`config.mk`:
```
export PLATFORM = sky130hd
export DESIGN_NAME = par_serial_shreg
export DESIGN_NICKNAME = d
export VERILOG_FILES = /design/src/rtl/psr_pkg.sv /design/src/rtl/psr_rst_sync.sv /design/src/rtl/psr_sync.sv /design/src/rtl/psr_clk_gate.sv /design/src/rtl/psr_shift_core.sv /design/src/rtl/par_serial_shreg.sv
export SDC_FILE = /design/constraint.sdc
export NUM_CORES = 1
export LEC_CHECK = 0
export ABC_AREA = 0
export CAP_MARGIN = 5
export CORE_AREA = 2 2 51 53
export DETAILED_ROUTE_END_ITERATION = 12
export DIE_AREA = 0 0 53 55
export DONT_BUFFER_PORTS = 1
export GPL_TIMING_DRIVEN = 1
export PLACE_DENSITY = 0.66
export SYNTH_ARGS = -nofsm -noshare
export SYNTH_HDL_FRONTEND = slang
export SYNTH_SLANG_ARGS = --single-unit
export TNS_END_PERCENT = 20
```
`constraint.sdc`:
```
create_clock -name clk -period 1.05 [get_ports clk]
set_input_delay 0.315 -clock clk [delete_from_list [all_inputs] [get_ports clk]]
set_output_delay 0.315 -clock clk [all_outputs]
set_load 0.02 [all_outputs]
```
`src/rtl/psr_pkg.sv`:
```
package psr_pkg;
  localparam int unsigned PSR_WIDTH       = 8;
  localparam int unsigned PSR_SYNC_STAGES = 2;

  typedef struct packed {
    logic clk_line;
    logic inh_line;
    logic ld_n;
    logic ser;
  } psr_ctl_t;
endpackage

```
`src/rtl/psr_rst_sync.sv`:
```
module psr_rst_sync (
  input  logic clk,
  input  logic rst_n_i,
  output logic rst_n_o
);
  logic [1:0] rst_pipe_q;

  always_ff @(posedge clk or negedge rst_n_i) begin
    if (!rst_n_i) rst_pipe_q <= 2'b00;
    else          rst_pipe_q <= {rst_pipe_q[0], 1'b1};
  end

  assign rst_n_o = rst_pipe_q[1];
endmodule

```
`src/rtl/psr_sync.sv`:
```
module psr_sync #(
  parameter int unsigned WIDTH  = 4,
  parameter int unsigned STAGES = 2
) (
  input  logic             clk,
  input  logic             rst_n,
  input  logic [WIDTH-1:0] d,
  output logic [WIDTH-1:0] q
);
  logic [STAGES-1:0][WIDTH-1:0] pipe_q;

  for (genvar s = 0; s < STAGES; s++) begin : g_stage
    if (s == 0) begin : g_first
      always_ff @(posedge clk or negedge rst_n) begin
        if (!rst_n) pipe_q[s] <= '0;
        else        pipe_q[s] <= d;
      end
    end else begin : g_next
      always_ff @(posedge clk or negedge rst_n) begin
        if (!rst_n) pipe_q[s] <= '0;
        else        pipe_q[s] <= pipe_q[s-1];
      end
    end
  end

  assign q = pipe_q[STAGES-1];
endmodule

```
`src/rtl/psr_clk_gate.sv`:
```
module psr_clk_gate (
  input  logic clk,
  input  logic rst_n,
  input  logic clk_s,
  input  logic inh_s,
  output logic shift_edge,
  output logic viol
);
  logic eff_d, eff_q;
  logic inh_q;
  logic viol_d, viol_q;

  always_comb begin
    eff_d      = clk_s | inh_s;
    shift_edge = eff_d & ~eff_q;
    viol_d     = viol_q | (inh_s & ~inh_q & ~clk_s);
  end

  always_ff @(posedge clk or negedge rst_n) begin
    if (!rst_n) begin
      eff_q  <= 1'b0;
      inh_q  <= 1'b0;
      viol_q <= 1'b0;
    end else begin
      eff_q  <= eff_d;
      inh_q  <= inh_s;
      viol_q <= viol_d;
    end
  end

  assign viol = viol_q;

  p_inh_blocks_r4: assert property (@(posedge clk) disable iff (!rst_n)
    (inh_s && $past(inh_s)) |-> !shift_edge);
  p_clk_blocks_r4: assert property (@(posedge clk) disable iff (!rst_n)
    (clk_s && $past(clk_s)) |-> !shift_edge);
  p_flag_sets_r7: assert property (@(posedge clk) disable iff (!rst_n)
    (inh_s && !$past(inh_s) && !clk_s) |=> viol);
  p_flag_sticky_r7: assert property (@(posedge clk) disable iff (!rst_n)
    viol |=> viol);
endmodule

```
`src/rtl/psr_shift_core.sv`:
```
module psr_shift_core #(
  parameter int unsigned WIDTH = 8
) (
  input  logic             clk,
  input  logic             rst_n,
  input  logic             ld_n,
  input  logic             ser,
  input  logic [WIDTH-1:0] par,
  input  logic             shift_edge,
  output logic [WIDTH-1:0] stages
);
  logic [WIDTH-1:0] stages_d, stages_q;
  logic             stages_en;

  always_comb begin
    stages_en = ~ld_n | shift_edge;
    if (!ld_n) stages_d = par;
    else       stages_d = {stages_q[WIDTH-2:0], ser};
  end

  always_ff @(posedge clk or negedge rst_n) begin
    if (!rst_n)         stages_q <= '0;
    else if (stages_en) stages_q <= stages_d;
  end

  assign stages = stages_q;

  p_load_copies_r2: assert property (@(posedge clk) disable iff (!rst_n)
    !ld_n |=> (stages == $past(par)));
  p_shift_moves_r3: assert property (@(posedge clk) disable iff (!rst_n)
    (ld_n && shift_edge) |=> (stages == {$past(stages[WIDTH-2:0]), $past(ser)}));
  p_hold_no_edge_r4: assert property (@(posedge clk) disable iff (!rst_n)
    (ld_n && !shift_edge) |=> $stable(stages));
  p_load_wins_r5: assert property (@(posedge clk) disable iff (!rst_n)
    (!ld_n && shift_edge) |=> (stages == $past(par)));
endmodule

```
`src/rtl/par_serial_shreg.sv`:
```
module par_serial_shreg
  import psr_pkg::*;
#(
  parameter int unsigned WIDTH       = PSR_WIDTH,
  parameter int unsigned SYNC_STAGES = PSR_SYNC_STAGES
) (
  input  logic             clk,
  input  logic             rst_n,
  input  logic             clk_in,
  input  logic             clk_inh,
  input  logic             shift_ld_n,
  input  logic             ser_in,
  input  logic [WIDTH-1:0] par_in,
  output logic             q_out,
  output logic             q_out_n,
  output logic             inh_violation
);
  localparam int unsigned CTL_W = $bits(psr_ctl_t);
  localparam int unsigned ALL_W = CTL_W + WIDTH;

  logic             rst_sync_n;
  psr_ctl_t         ctl_raw, ctl_s;
  logic [WIDTH-1:0] par_s;
  logic [ALL_W-1:0] sync_d, sync_q;
  logic             shift_edge;
  logic [WIDTH-1:0] stages;

  psr_rst_sync u_rst_sync (
    .clk     (clk),
    .rst_n_i (rst_n),
    .rst_n_o (rst_sync_n)
  );

  always_comb begin
    ctl_raw.clk_line = clk_in;
    ctl_raw.inh_line = clk_inh;
    ctl_raw.ld_n     = shift_ld_n;
    ctl_raw.ser      = ser_in;
    sync_d           = {ctl_raw, par_in};
  end

  psr_sync #(.WIDTH(ALL_W), .STAGES(SYNC_STAGES)) u_sync (
    .clk   (clk),
    .rst_n (rst_sync_n),
    .d     (sync_d),
    .q     (sync_q)
  );

  assign ctl_s = sync_q[ALL_W-1:WIDTH];
  assign par_s = sync_q[WIDTH-1:0];

  psr_clk_gate u_gate (
    .clk        (clk),
    .rst_n      (rst_sync_n),
    .clk_s      (ctl_s.clk_line),
    .inh_s      (ctl_s.inh_line),
    .shift_edge (shift_edge),
    .viol       (inh_violation)
  );

  psr_shift_core #(.WIDTH(WIDTH)) u_core (
    .clk        (clk),
    .rst_n      (rst_sync_n),
    .ld_n       (ctl_s.ld_n),
    .ser        (ctl_s.ser),
    .par        (par_s),
    .shift_edge (shift_edge),
    .stages     (stages)
  );

  assign q_out   = stages[WIDTH-1];
  assign q_out_n = ~stages[WIDTH-1];
endmodule

```
==> out/metrics.json, run 1 <==
{
  "yosys": {
    "yosysWarnings": 0,
    "synth.cell_area_mm2": 0.001135,
    "net_count_of_the_mapped_netlist": 93,
    "post_synthesis_instance_total": 79,
    "synth.yosys.seq_area_share_pct": 81.59,
    "count_of_cell_types_in_the_netlist": 13,
    "syn_avg_cell_area_um2": 14.37,
    "synth-seq-cells": 37
  },
  "timing": {
    "fin_ws_ps": -160.6,
    "clock_skew_ps": 15.48,
    "rsz_0062_raised_after_global_routing": "true",
    "period_minus_slack_ps": 1211,
    "final-max-slew-violation-count": 0,
    "min_period_over_period_pct": 115.3,
    "report.final.setup_viol": 3,
    "max_clock_freq_mhz": 826.0,
    "finalHoldViolCount": 0
  },
  "clock_network": {
    "ctsLongestPathBuffers": 2,
    "numClockSinks": 37,
    "htreeDepth": 2,
    "root_buffer": "sky130_fd_sc_hd__clkbuf_4",
    "cts_tree": "done",
    "path_clk_slew_ps": 100,
    "cts_buffers": 5,
    "clock_insertion_delay_worst_skew_ps": 330
  },
  "die": {
    "design.core.area_mm2": 0.002365,
    "die_boundary_width_um": 53,
    "floorplan.die.height_um": 55,
    "effective_utilization_at_floorplan_pct": 47.99,
    "rows": 18,
    "design.die.area_mm2": 0.002915,
    "top_level_ports": 17
  },
  "drt": {
    "firstDrtPassIters": 4,
    "drt-total-wl_um": 1469,
    "remaining_drc_errors": 0,
    "ant_nets": 0,
    "vias_per_cell": 4.718,
    "wl_per_cell_um": 11.21,
    "dr_total_vias": 618,
    "drt_iter0_drc": 9
  },
  "finish": {
    "nFillCells": 183,
    "nets": 115,
    "area_growth_syn_to_layout_pct": 25.03,
    "post-route-util_pct": 60.00,
    "diode_insertion_count_for_antenna_repair": 0,
    "drive_above_1_share_pct": 17.82
  },
  "critical_path": {
    "critical_path.max_stage_delay_ps": 420,
    "critical-path-top-delay-family": "flip-flops",
    "cp_cell_sequence": "buf_6",
    "rr_worst_depth": 3,
    "crit_end_element": "output pin",
    "crit_slowest_cell": "sky130_fd_sc_hd__dfrtp_1",
    "critical_path_required_ps": 730,
    "worst-path-max-fanout": 3,
    "crit_reg_reg_startpoint": "u_sync.q[10]$_DFF_PN0_",
    "critPathLaunchType": "flip-flop",
    "reg2reg_to": "u_core.stages[0]$_DFFE_PN0P_",
    "crit_path_start": "u_core.stages[7]$_DFFE_PN0P_",
    "critPathBufInv": 1,
    "worst-endpoint-arrival_ps": 900,
    "critPathKind": "reg -> out",
    "reg2reg_setup_slack_ps": 60
  },
  "global_route": {
    "grt_overflow": 0,
    "grt_max_degree": 36,
    "grtUsageMet3_pct": 7.258,
    "grt_most_used_layer": "met2",
    "grt_first_pass_wirelength_um": 2387,
    "antenna_found_initial": 0,
    "groute.layer.met1.usage_pct": 14.34,
    "grtUsageMet2_pct": 18.75,
    "via_count_of_the_first_global_routing_pass": 591,
    "grt_use_total_pct": 12.69
  },
  "placement": {
    "finalWeightedCongestion": 0.6753,
    "place_hpwl_um": 851.7,
    "place_worst_setup_slack_ps": -22.50,
    "portBuffers": 0
  },
  "min_path": {
    "hold_path.class": "reg -> async"
  },
  "run_status": {
    "violations": "setup timing",
    "run_status": "finished, violations left"
  },
  "power": {
    "pwr_density_cell_mw_per_mm2": 1729,
    "p_leak_nw": 0.6323,
    "worst_ir_drop_on_vdd_mv": 1.440
  },
  "run": {
    "timing.max_cap.violations": 0
  }
}
==> placed cells by master (no fill, tap or decap) <==
master / synthesis / final
sky130_fd_sc_hd__a21o_2: 1 / 1
sky130_fd_sc_hd__a31oi_1: 8 / 8
sky130_fd_sc_hd__buf_12: 0 / 2
sky130_fd_sc_hd__buf_4: 0 / 2
sky130_fd_sc_hd__buf_6: 1 / 1
sky130_fd_sc_hd__clkbuf_1: 0 / 1
sky130_fd_sc_hd__clkbuf_4: 0 / 5
sky130_fd_sc_hd__clkbuf_8: 0 / 1
sky130_fd_sc_hd__conb_1: 1 / 1
sky130_fd_sc_hd__dfrtp_1: 37 / 35
sky130_fd_sc_hd__dfrtp_2: 0 / 2
sky130_fd_sc_hd__dlygate4sd3_1: 0 / 13
sky130_fd_sc_hd__inv_2: 0 / 1
sky130_fd_sc_hd__nand2_1: 16 / 16
sky130_fd_sc_hd__nor2_1: 9 / 9
sky130_fd_sc_hd__o21ba_4: 0 / 1
sky130_fd_sc_hd__o21bai_4: 0 / 1
sky130_fd_sc_hd__or2_2: 1 / 1
==> sequential cells by signal (all words and copies together), names as in the netlist <==
name,count
u_sync.q,12
u_core.stages,8
u_gate.eff_q,1
u_gate.viol,1
u_rst_sync.rst_pipe_q,2
u_gate.inh_q,1
u_sync.pipe_q,12
==> cells in the mapped netlist <==
| master | number | share of area [%] |
|---|---|---|
| sky130_fd_sc_hd__a21o_2 | 1 | 0.77 |
| sky130_fd_sc_hd__a31oi_1 | 8 | 4.4 |
| sky130_fd_sc_hd__buf_2 | 1 | 0.44 |
| sky130_fd_sc_hd__buf_6 | 1 | 0.99 |
| sky130_fd_sc_hd__clkbuf_2 | 1 | 0.44 |
| sky130_fd_sc_hd__conb_1 | 1 | 0.33 |
| sky130_fd_sc_hd__dfrtp_1 | 37 | 82 |
| sky130_fd_sc_hd__inv_1 | 1 | 0.33 |
| sky130_fd_sc_hd__nand2_1 | 16 | 5.3 |
| sky130_fd_sc_hd__nor2_1 | 9 | 3.0 |
| sky130_fd_sc_hd__o21ba_2 | 1 | 0.88 |
| sky130_fd_sc_hd__o21bai_2 | 1 | 0.99 |
| sky130_fd_sc_hd__or2_2 | 1 | 0.55 |
==> final cells by class <==
type	count	area, um2	area share (%)
multi-input combinational	38	197.7	13.93
sequential	37	928.4	65.43
tap	30	37.54	2.646
inverter	1	3.754	0.2646
timing repair buffer	18	196.4	13.84
clock buffer	7	55.05	3.880
==> per-layer routing <==
| layer | routed length (um) | vias up | share of wire (%) |
|---|---|---|---|
| met1 | 661 | 305 | 45 |
| met2 | 700 | 17 | 48 |
| met4 | 19 | 0 | 1.3 |
| li1 | - | 294 | - |
| met3 | 88 | 2 | 6.0 |
| met5 | 0 | - | 0 |
==> stage by stage <==
| stage | std cells | setup TNS [ps] | hold slack [ps] | cell area, um2 | power (mW) |
|---|---|---|---|---|---|
| finish | 131 | -346.2 | 207.2 | 1419 | 2.453 |
| global route | 131 | -625.0 | 189.9 | 1419 | 2.562 |
| CTS | 131 | -407.2 | 191.3 | 1419 | 2.485 |
| detailed placement | 110 | -22.50 | 19.44 | 1207 | 1.714 |
| global placement | 110 | 0 | 19.45 | 1207 | 1.707 |
| floorplan | 79 | 0 | 19.41 | 1136 | 1.664 |
==> logic make-up (layout without fill, tap and decap cells) <==
family / Yosys count / in the layout / synth area share (%)
AOI/OAI and AO/OA: 11 / 11 / 7.057
other: 1 / 1 / 0.3304
and+or+nand+nor: 26 / 26 / 8.821
buffers and inverters: 4 / 26 / 2.204
DFF: 37 / 37 / 81.59
==> how the worst max path moves through the flow <==
stage                                    to  depth (start not counted)
2_1_floorplan  u_core.stages[0]$_DFFE_PN0P_                          4
3_3_place_gp   u_core.stages[1]$_DFFE_PN0P_                          3
3_5_place_dp   u_core.stages[2]$_DFFE_PN0P_                          3
4_1_cts                               q_out                          1
5_1_grt                               q_out                          1
6_report                              q_out                          1
==> what timing repair did <==
| action | in CTS | in global routing |
|---|---|---|
| hold buffers | 13 | 0 |
| endpoints found under the setup margin | 9 | 9 |
| resized for setup | 5 | 0 |
| hold endpoints to repair | 14 | 0 |
| pin swaps | 0 | 6 |
| buffers inserted | 1 | 0 |
==> report_power, final <==
| group | switching, mW | leakage (nW) | total [mW] | internal [mW] |
|---|---|---|---|---|
| Sequential | 0.0412 | 0.423 | 1.55 | 1.51 |
| Clock | 0.401 | 0.0314 | 0.718 | 0.316 |
| Combinational | 0.0870 | 0.178 | 0.184 | 0.0972 |
| Total | 0.530 | 0.632 | 2.45 | 1.92 |
Power figures use the tool's default switching activity.
==> run 2, diff against run 1 <==
Settings changed: CTS_BUF_LIST from default to sky130_fd_sc_hd__clkbuf_4.
==> run 2 against run 1 <==
The flow still finishes with violations (setup timing); clock power fell by 6.7%; sequential cell count did not move; via count fell by 0.49%; clock-buffer cell count fell by 1; wire length fell by 1.2%; critical path depth did not move; global-route usage did not move; first-iteration DRC count did not move; combinational power barely moved; sequential power barely moved; worst setup slack got worse by 1.4 ps; largest cell class unchanged.
==> out/metrics.json, run 2 (synthesis gave the netlist of run 1 again) <==
{
  "timing": {
    "finalHoldViolCount": 0,
    "min_period_over_period_pct": 115.4,
    "clock_skew_ps": 15.26,
    "fin_ws_ps": -162.0,
    "max_clock_freq_mhz": 825.1,
    "final-max-slew-violation-count": 0,
    "rsz_0062_raised_after_global_routing": "true",
    "period_minus_slack_ps": 1212,
    "report.final.setup_viol": 3
  },
  "critical_path": {
    "critical_path.endpoint": "q_out",
    "path_depth": 1,
    "crit_end_element": "output pin",
    "reg2reg_to": "u_core.stages[0]$_DFFE_PN0P_",
    "critical-path-top-delay-family": "flip-flops",
    "rr_worst_depth": 3,
    "cp_cell_sequence": "buf_6",
    "crit_reg_reg_startpoint": "u_sync.q[10]$_DFF_PN0_",
    "worst-path-max-fanout": 3,
    "crit_path_start": "u_core.stages[7]$_DFFE_PN0P_",
    "critical_path.max_stage_delay_ps": 420,
    "crit_slowest_cell": "sky130_fd_sc_hd__dfrtp_1",
    "critPathBufInv": 1,
    "critPathLaunchType": "flip-flop",
    "worst-endpoint-arrival_ps": 900,
    "reg2reg_setup_slack_ps": 60,
    "critical_path_required_ps": 730,
    "critPathKind": "reg -> out"
  },
  "finish": {
    "layoutNonFillerInstCount": 131,
    "area_growth_syn_to_layout_pct": 24.48,
    "multiInputGateArea_um2": 197.7,
    "diode_insertion_count_for_antenna_repair": 0,
    "nets": 115,
    "layout.cells.most_common_list": "sky130_fd_sc_hd__dfrtp_1 (35), sky130_fd_sc_hd__nand2_1 (16), sky130_fd_sc_hd__dlygate4sd3_1 (13), sky130_fd_sc_hd__nor2_1 (9), sky130_fd_sc_hd__a31oi_1 (8)",
    "seqCellArea_um2": 928.4,
    "nFillCells": 182,
    "drive_above_1_share_pct": 17.82,
    "most_common_library_cell_in_the_layout_ignoring_fill_and_taps": "sky130_fd_sc_hd__dfrtp_1"
  },
  "drt": {
    "wl_per_cell_um": 11.08,
    "vias_per_cell": 4.695,
    "firstDrtPassIters": 3,
    "drt_iter0_drc": 9,
    "ant_nets": 0,
    "drt-total-wl_um": 1451,
    "remaining_drc_errors": 0,
    "dr_total_vias": 615
  },
  "global_route": {
    "grt_first_pass_wirelength_um": 2380,
    "via_count_of_the_first_global_routing_pass": 591,
    "grt_overflow": 0,
    "antenna_found_initial": 0,
    "grt_max_degree": 36,
    "grt_use_total_pct": 12.69
  },
  "die": {
    "floorplan.die.height_um": 55,
    "design.die.area_mm2": 0.002915,
    "effective_utilization_at_floorplan_pct": 47.99,
    "design.core.area_mm2": 0.002365,
    "top_level_ports": 17,
    "die_boundary_width_um": 53,
    "rows": 18
  },
  "power": {
    "worst_ir_drop_on_vdd_mv": 1.405,
    "p_leak_nw": 0.6301,
    "design_power_total_mw": 2.405,
    "pwr_density_cell_mw_per_mm2": 1703
  },
  "run_status": {
    "run_status": "finished, violations left",
    "violations": "setup timing"
  },
  "clock_network": {
    "clock_insertion_delay_worst_skew_ps": 330,
    "numClockSinks": 37,
    "cts_buffers": 5,
    "cts_tree": "done",
    "ctsLongestPathBuffers": 2,
    "root_buffer": "sky130_fd_sc_hd__clkbuf_4",
    "path_clk_slew_ps": 100,
    "htreeDepth": 2
  },
  "run": {
    "timing.max_cap.violations": 0
  },
  "placement": {
    "placed_cells_incl_taps": 110,
    "finalWeightedCongestion": 0.6753,
    "place_hpwl_um": 851.7,
    "portBuffers": 0
  },
  "min_path": {
    "hold_path.class": "reg -> async"
  }
}
==> run 2: changes by cell type in the layout (fill, tap and decap cells not counted) <==
cell	before	now
sky130_fd_sc_hd__clkinv_1	0	1
sky130_fd_sc_hd__clkbuf_4	5	6
sky130_fd_sc_hd__clkbuf_8	1	0
sky130_fd_sc_hd__clkbuf_1	1	0
==> run 2: layout make-up <==
| type | instances | area share, % |
|---|---|---|
| Sequential cell | 37 | 65.72 |
| Timing Repair Buffer | 18 | 13.91 |
| Clock buffer | 6 | 3.189 |
| Clock inverter | 1 | 0.2657 |
| Tap cell | 30 | 2.657 |
| Multi-Input combinational cell | 38 | 13.99 |
| Inverter | 1 | 0.2657 |
==> run 2: worst min-delay path by stage <==
stage                                        from                                 end  slack (ps)
2_1_floorplan                               rst_n  u_rst_sync.rst_pipe_q[0]$_DFF_PN0_          20
6_report       u_rst_sync.rst_pipe_q[1]$_DFF_PN0_        u_core.stages[6]$_DFFE_PN0P_         210
5_1_grt                                     rst_n  u_rst_sync.rst_pipe_q[0]$_DFF_PN0_         190
3_5_place_dp                                rst_n  u_rst_sync.rst_pipe_q[1]$_DFF_PN0_          20
3_3_place_gp                                rst_n  u_rst_sync.rst_pipe_q[1]$_DFF_PN0_          20
4_1_cts                                     rst_n  u_rst_sync.rst_pipe_q[0]$_DFF_PN0_         200
==> run 2: report_power, final <==
| group | internal (mW) | switching (mW) | total [mW] |
|---|---|---|---|
| Clock | 0.269 | 0.401 | 0.670 |
| Combinational | 0.0972 | 0.0866 | 0.184 |
| Sequential | 1.51 | 0.0411 | 1.55 |
| Total | 1.88 | 0.529 | 2.40 |
==> run 2: timing repair <==
item	CTS	global route
hold endpoints to repair	14	0
setup buffers	1	0
setup endpoints to repair	9	9
gates resized for setup	5	0
hold buffers	13	0
pin swaps	0	6
==> run 2: through the flow <==
step / TNS [ps] / hold slack, ps / area (um2) / setup WS (ps) / utilization (%)
floorplan: 0 / 19.41 / 1136 / 68.64 / -
global placement: 0 / 19.45 / 1207 / 28.96 / 51.06
detailed placement: -22.50 / 19.44 / 1207 / -22.50 / 51.06
CTS: -394.3 / 198.9 / 1413 / -173.8 / 59.74
global route: -629.0 / 189.9 / 1413 / -203.7 / 59.74
finish: -348.9 / 206.7 / 1413 / -162.0 / 59.74
==> run 2: layer usage <==
metal	global-route usage [%]	vias to the layer above	routed length, um
met2	18.75	16	680
met3	7.258	3	79
met4	7.692	0	25
met5	0	-	0
met1	14.34	302	666
li1	-	294	-
==> run 3, diff against run 2 <==
Settings changed: PLACE_DENSITY 0.66 to 0.62.
==> run 3 against run 2 <==
The flow still finishes with violations (setup timing); design area fell by 1.2%; register-to-register slack got worse by 20 ps; critical path depth did not move; clock skew fell by 7.9 ps; core utilization fell by 0.74 points; clock power fell by 2%; non-clock buffer count fell by 1; global-route usage rose by 0.58 points; maximum frequency rose by 0.74%; combinational power fell by 14%; via count fell by 0.81%; critical endpoint unchanged; largest power group unchanged.
==> out/metrics.json, run 3 (synthesis gave the netlist of run 1 again) <==
{
  "clock_network": {
    "cts_tree": "done",
    "ctsLongestPathBuffers": 2,
    "cts_buffers": 5,
    "clock_insertion_delay_worst_skew_ps": 330,
    "numClockSinks": 37,
    "htreeDepth": 2,
    "root_buffer": "sky130_fd_sc_hd__clkbuf_4",
    "path_clk_slew_ps": 90
  },
  "drt": {
    "firstDrtPassIters": 4,
    "drt-total-wl_um": 1468,
    "remaining_drc_errors": 0,
    "vias_per_cell": 4.692,
    "drt_iter0_drc": 8,
    "dr_total_vias": 610,
    "ant_nets": 0,
    "wl_per_cell_um": 11.29
  },
  "finish": {
    "area_growth_syn_to_layout_pct": 22.93,
    "layoutNonFillerInstCount": 130,
    "most_common_library_cell_in_the_layout_ignoring_fill_and_taps": "sky130_fd_sc_hd__dfrtp_1",
    "nets": 114,
    "layout.cells.most_common_list": "sky130_fd_sc_hd__dfrtp_1 (33), sky130_fd_sc_hd__nand2_1 (16), sky130_fd_sc_hd__dlygate4sd3_1 (13), sky130_fd_sc_hd__nor2_1 (9), sky130_fd_sc_hd__a31oi_1 (8)",
    "drive_above_1_share_pct": 19.00,
    "post-route-util_pct": 58.99,
    "post-route-cell-area_mm2": 0.001395,
    "nFillCells": 193,
    "diode_insertion_count_for_antenna_repair": 0
  },
  "power": {
    "design_power_total_mw": 2.383,
    "p_leak_nw": 0.6188,
    "pwr_density_cell_mw_per_mm2": 1708,
    "worst_ir_drop_on_vdd_mv": 1.303
  },
  "critical_path": {
    "reg2reg_to": "u_core.stages[2]$_DFFE_PN0P_",
    "critical_path_required_ps": 730,
    "cp_cell_sequence": "buf_6",
    "critical_path.max_stage_delay_ps": 420,
    "worst-path-max-fanout": 3,
    "critPathBufInv": 1,
    "worst-endpoint-arrival_ps": 890,
    "crit_slowest_cell": "sky130_fd_sc_hd__dfrtp_1",
    "rr_worst_depth": 3,
    "critPathLaunchType": "flip-flop",
    "critPathKind": "reg -> out",
    "reg2reg_setup_slack_ps": 40,
    "crit_end_element": "output pin",
    "crit_reg_reg_startpoint": "u_sync.q[10]$_DFF_PN0_",
    "critical-path-top-delay-family": "flip-flops"
  },
  "die": {
    "floorplan.die.height_um": 55,
    "design.core.area_mm2": 0.002365,
    "rows": 18,
    "top_level_ports": 17,
    "design.die.area_mm2": 0.002915,
    "effective_utilization_at_floorplan_pct": 47.99,
    "die_boundary_width_um": 53
  },
  "timing": {
    "report.final.setup_viol": 3,
    "max_clock_freq_mhz": 831.2,
    "min_period_over_period_pct": 114.6,
    "finalHoldViolCount": 0,
    "fin_ws_ps": -153.1,
    "rsz_0062_raised_after_global_routing": "true",
    "finalHoldWorstSlack_ps": 158.5,
    "period_minus_slack_ps": 1203,
    "clock_skew_ps": 7.387,
    "final-max-slew-violation-count": 0,
    "final.setup.tns_ps": -331.0
  },
  "global_route": {
    "via_count_of_the_first_global_routing_pass": 565,
    "grt_use_total_pct": 13.28,
    "grt_overflow": 0,
    "grt_max_degree": 23,
    "grt_first_pass_wirelength_um": 2442,
    "antenna_found_initial": 0
  },
  "run_status": {
    "run_status": "finished, violations left",
    "violations": "setup timing"
  },
  "placement": {
    "finalWeightedCongestion": 0.6537,
    "place_hpwl_um": 902.8,
    "placed_cells_incl_taps": 109,
    "place_worst_setup_slack_ps": -34.95,
    "dpl_cell_area_mm2": 0.001187,
    "portBuffers": 0
  },
  "min_path": {
    "hold_path.class": "reg -> async"
  },
  "run": {
    "timing.max_cap.violations": 0
  }
}
run 3: per-layer routing:
layer  share of wire (%)  global-route usage, %  vias to the layer above  wire (um)
li1                    -                      -                      294          -
met1                  43                  14.31                      292        637
met2                  47                  19.58                       19        688
met3                 5.8                  7.258                        5         85
met4                 3.8                  10.26                        0         56
met5                   0                      0                        -          0
run 3: worst max path at each step:
stage | start | end | depth (start not counted) | slack (ps)
detailed placement | u_sync.q[10]$_DFF_PN0_ | u_core.stages[2]$_DFFE_PN0P_ | 3 | -30
global placement | u_sync.q[10]$_DFF_PN0_ | u_core.stages[4]$_DFFE_PN0P_ | 3 | 10
floorplan | u_sync.q[10]$_DFF_PN0_ | u_core.stages[0]$_DFFE_PN0P_ | 4 | 70
CTS | u_core.stages[7]$_DFFE_PN0P_ | q_out | 1 | -190
finish | u_core.stages[7]$_DFFE_PN0P_ | q_out | 1 | -150
global route | u_core.stages[7]$_DFFE_PN0P_ | q_out | 1 | -210
run 3: cell type report:
cell class / count / area [um2] / area share, %
clock buffers: 6 / 45.04 / 3.229
flip-flops and latches: 37 / 930.9 / 66.73
well taps: 30 / 37.54 / 2.691
inverters: 1 / 3.754 / 0.2691
clock inverters: 1 / 3.754 / 0.2691
repair buffers: 17 / 176.4 / 12.65
multi-input cells: 38 / 197.7 / 14.17
run 3: worst register-to-register path: cells and delay by family (launching register included):
| kind | cells | cell delay, ps |
|---|---|---|
| compound gates | 2 | 400 |
| flops | 1 | 450 |
| simple gates | 1 | 90 |
run 3: where the power goes:
| group | total [mW] | internal, mW | leakage (nW) | switching, mW |
|---|---|---|---|---|
| Sequential | 1.57 | 1.51 | 0.421 | 0.0566 |
| Clock | 0.657 | 0.269 | 0.0292 | 0.388 |
| Combinational | 0.159 | 0.0892 | 0.169 | 0.0696 |
run 3: timing repair:
| item | CTS | global route |
|---|---|---|
| setup endpoints to repair | 11 | 11 |
| buffers inserted | 1 | 0 |
| hold buffers | 13 | 0 |
| pin swaps | 0 | 3 |
| resized for setup | 4 | 3 |
| endpoints found under the hold margin | 14 | 0 |
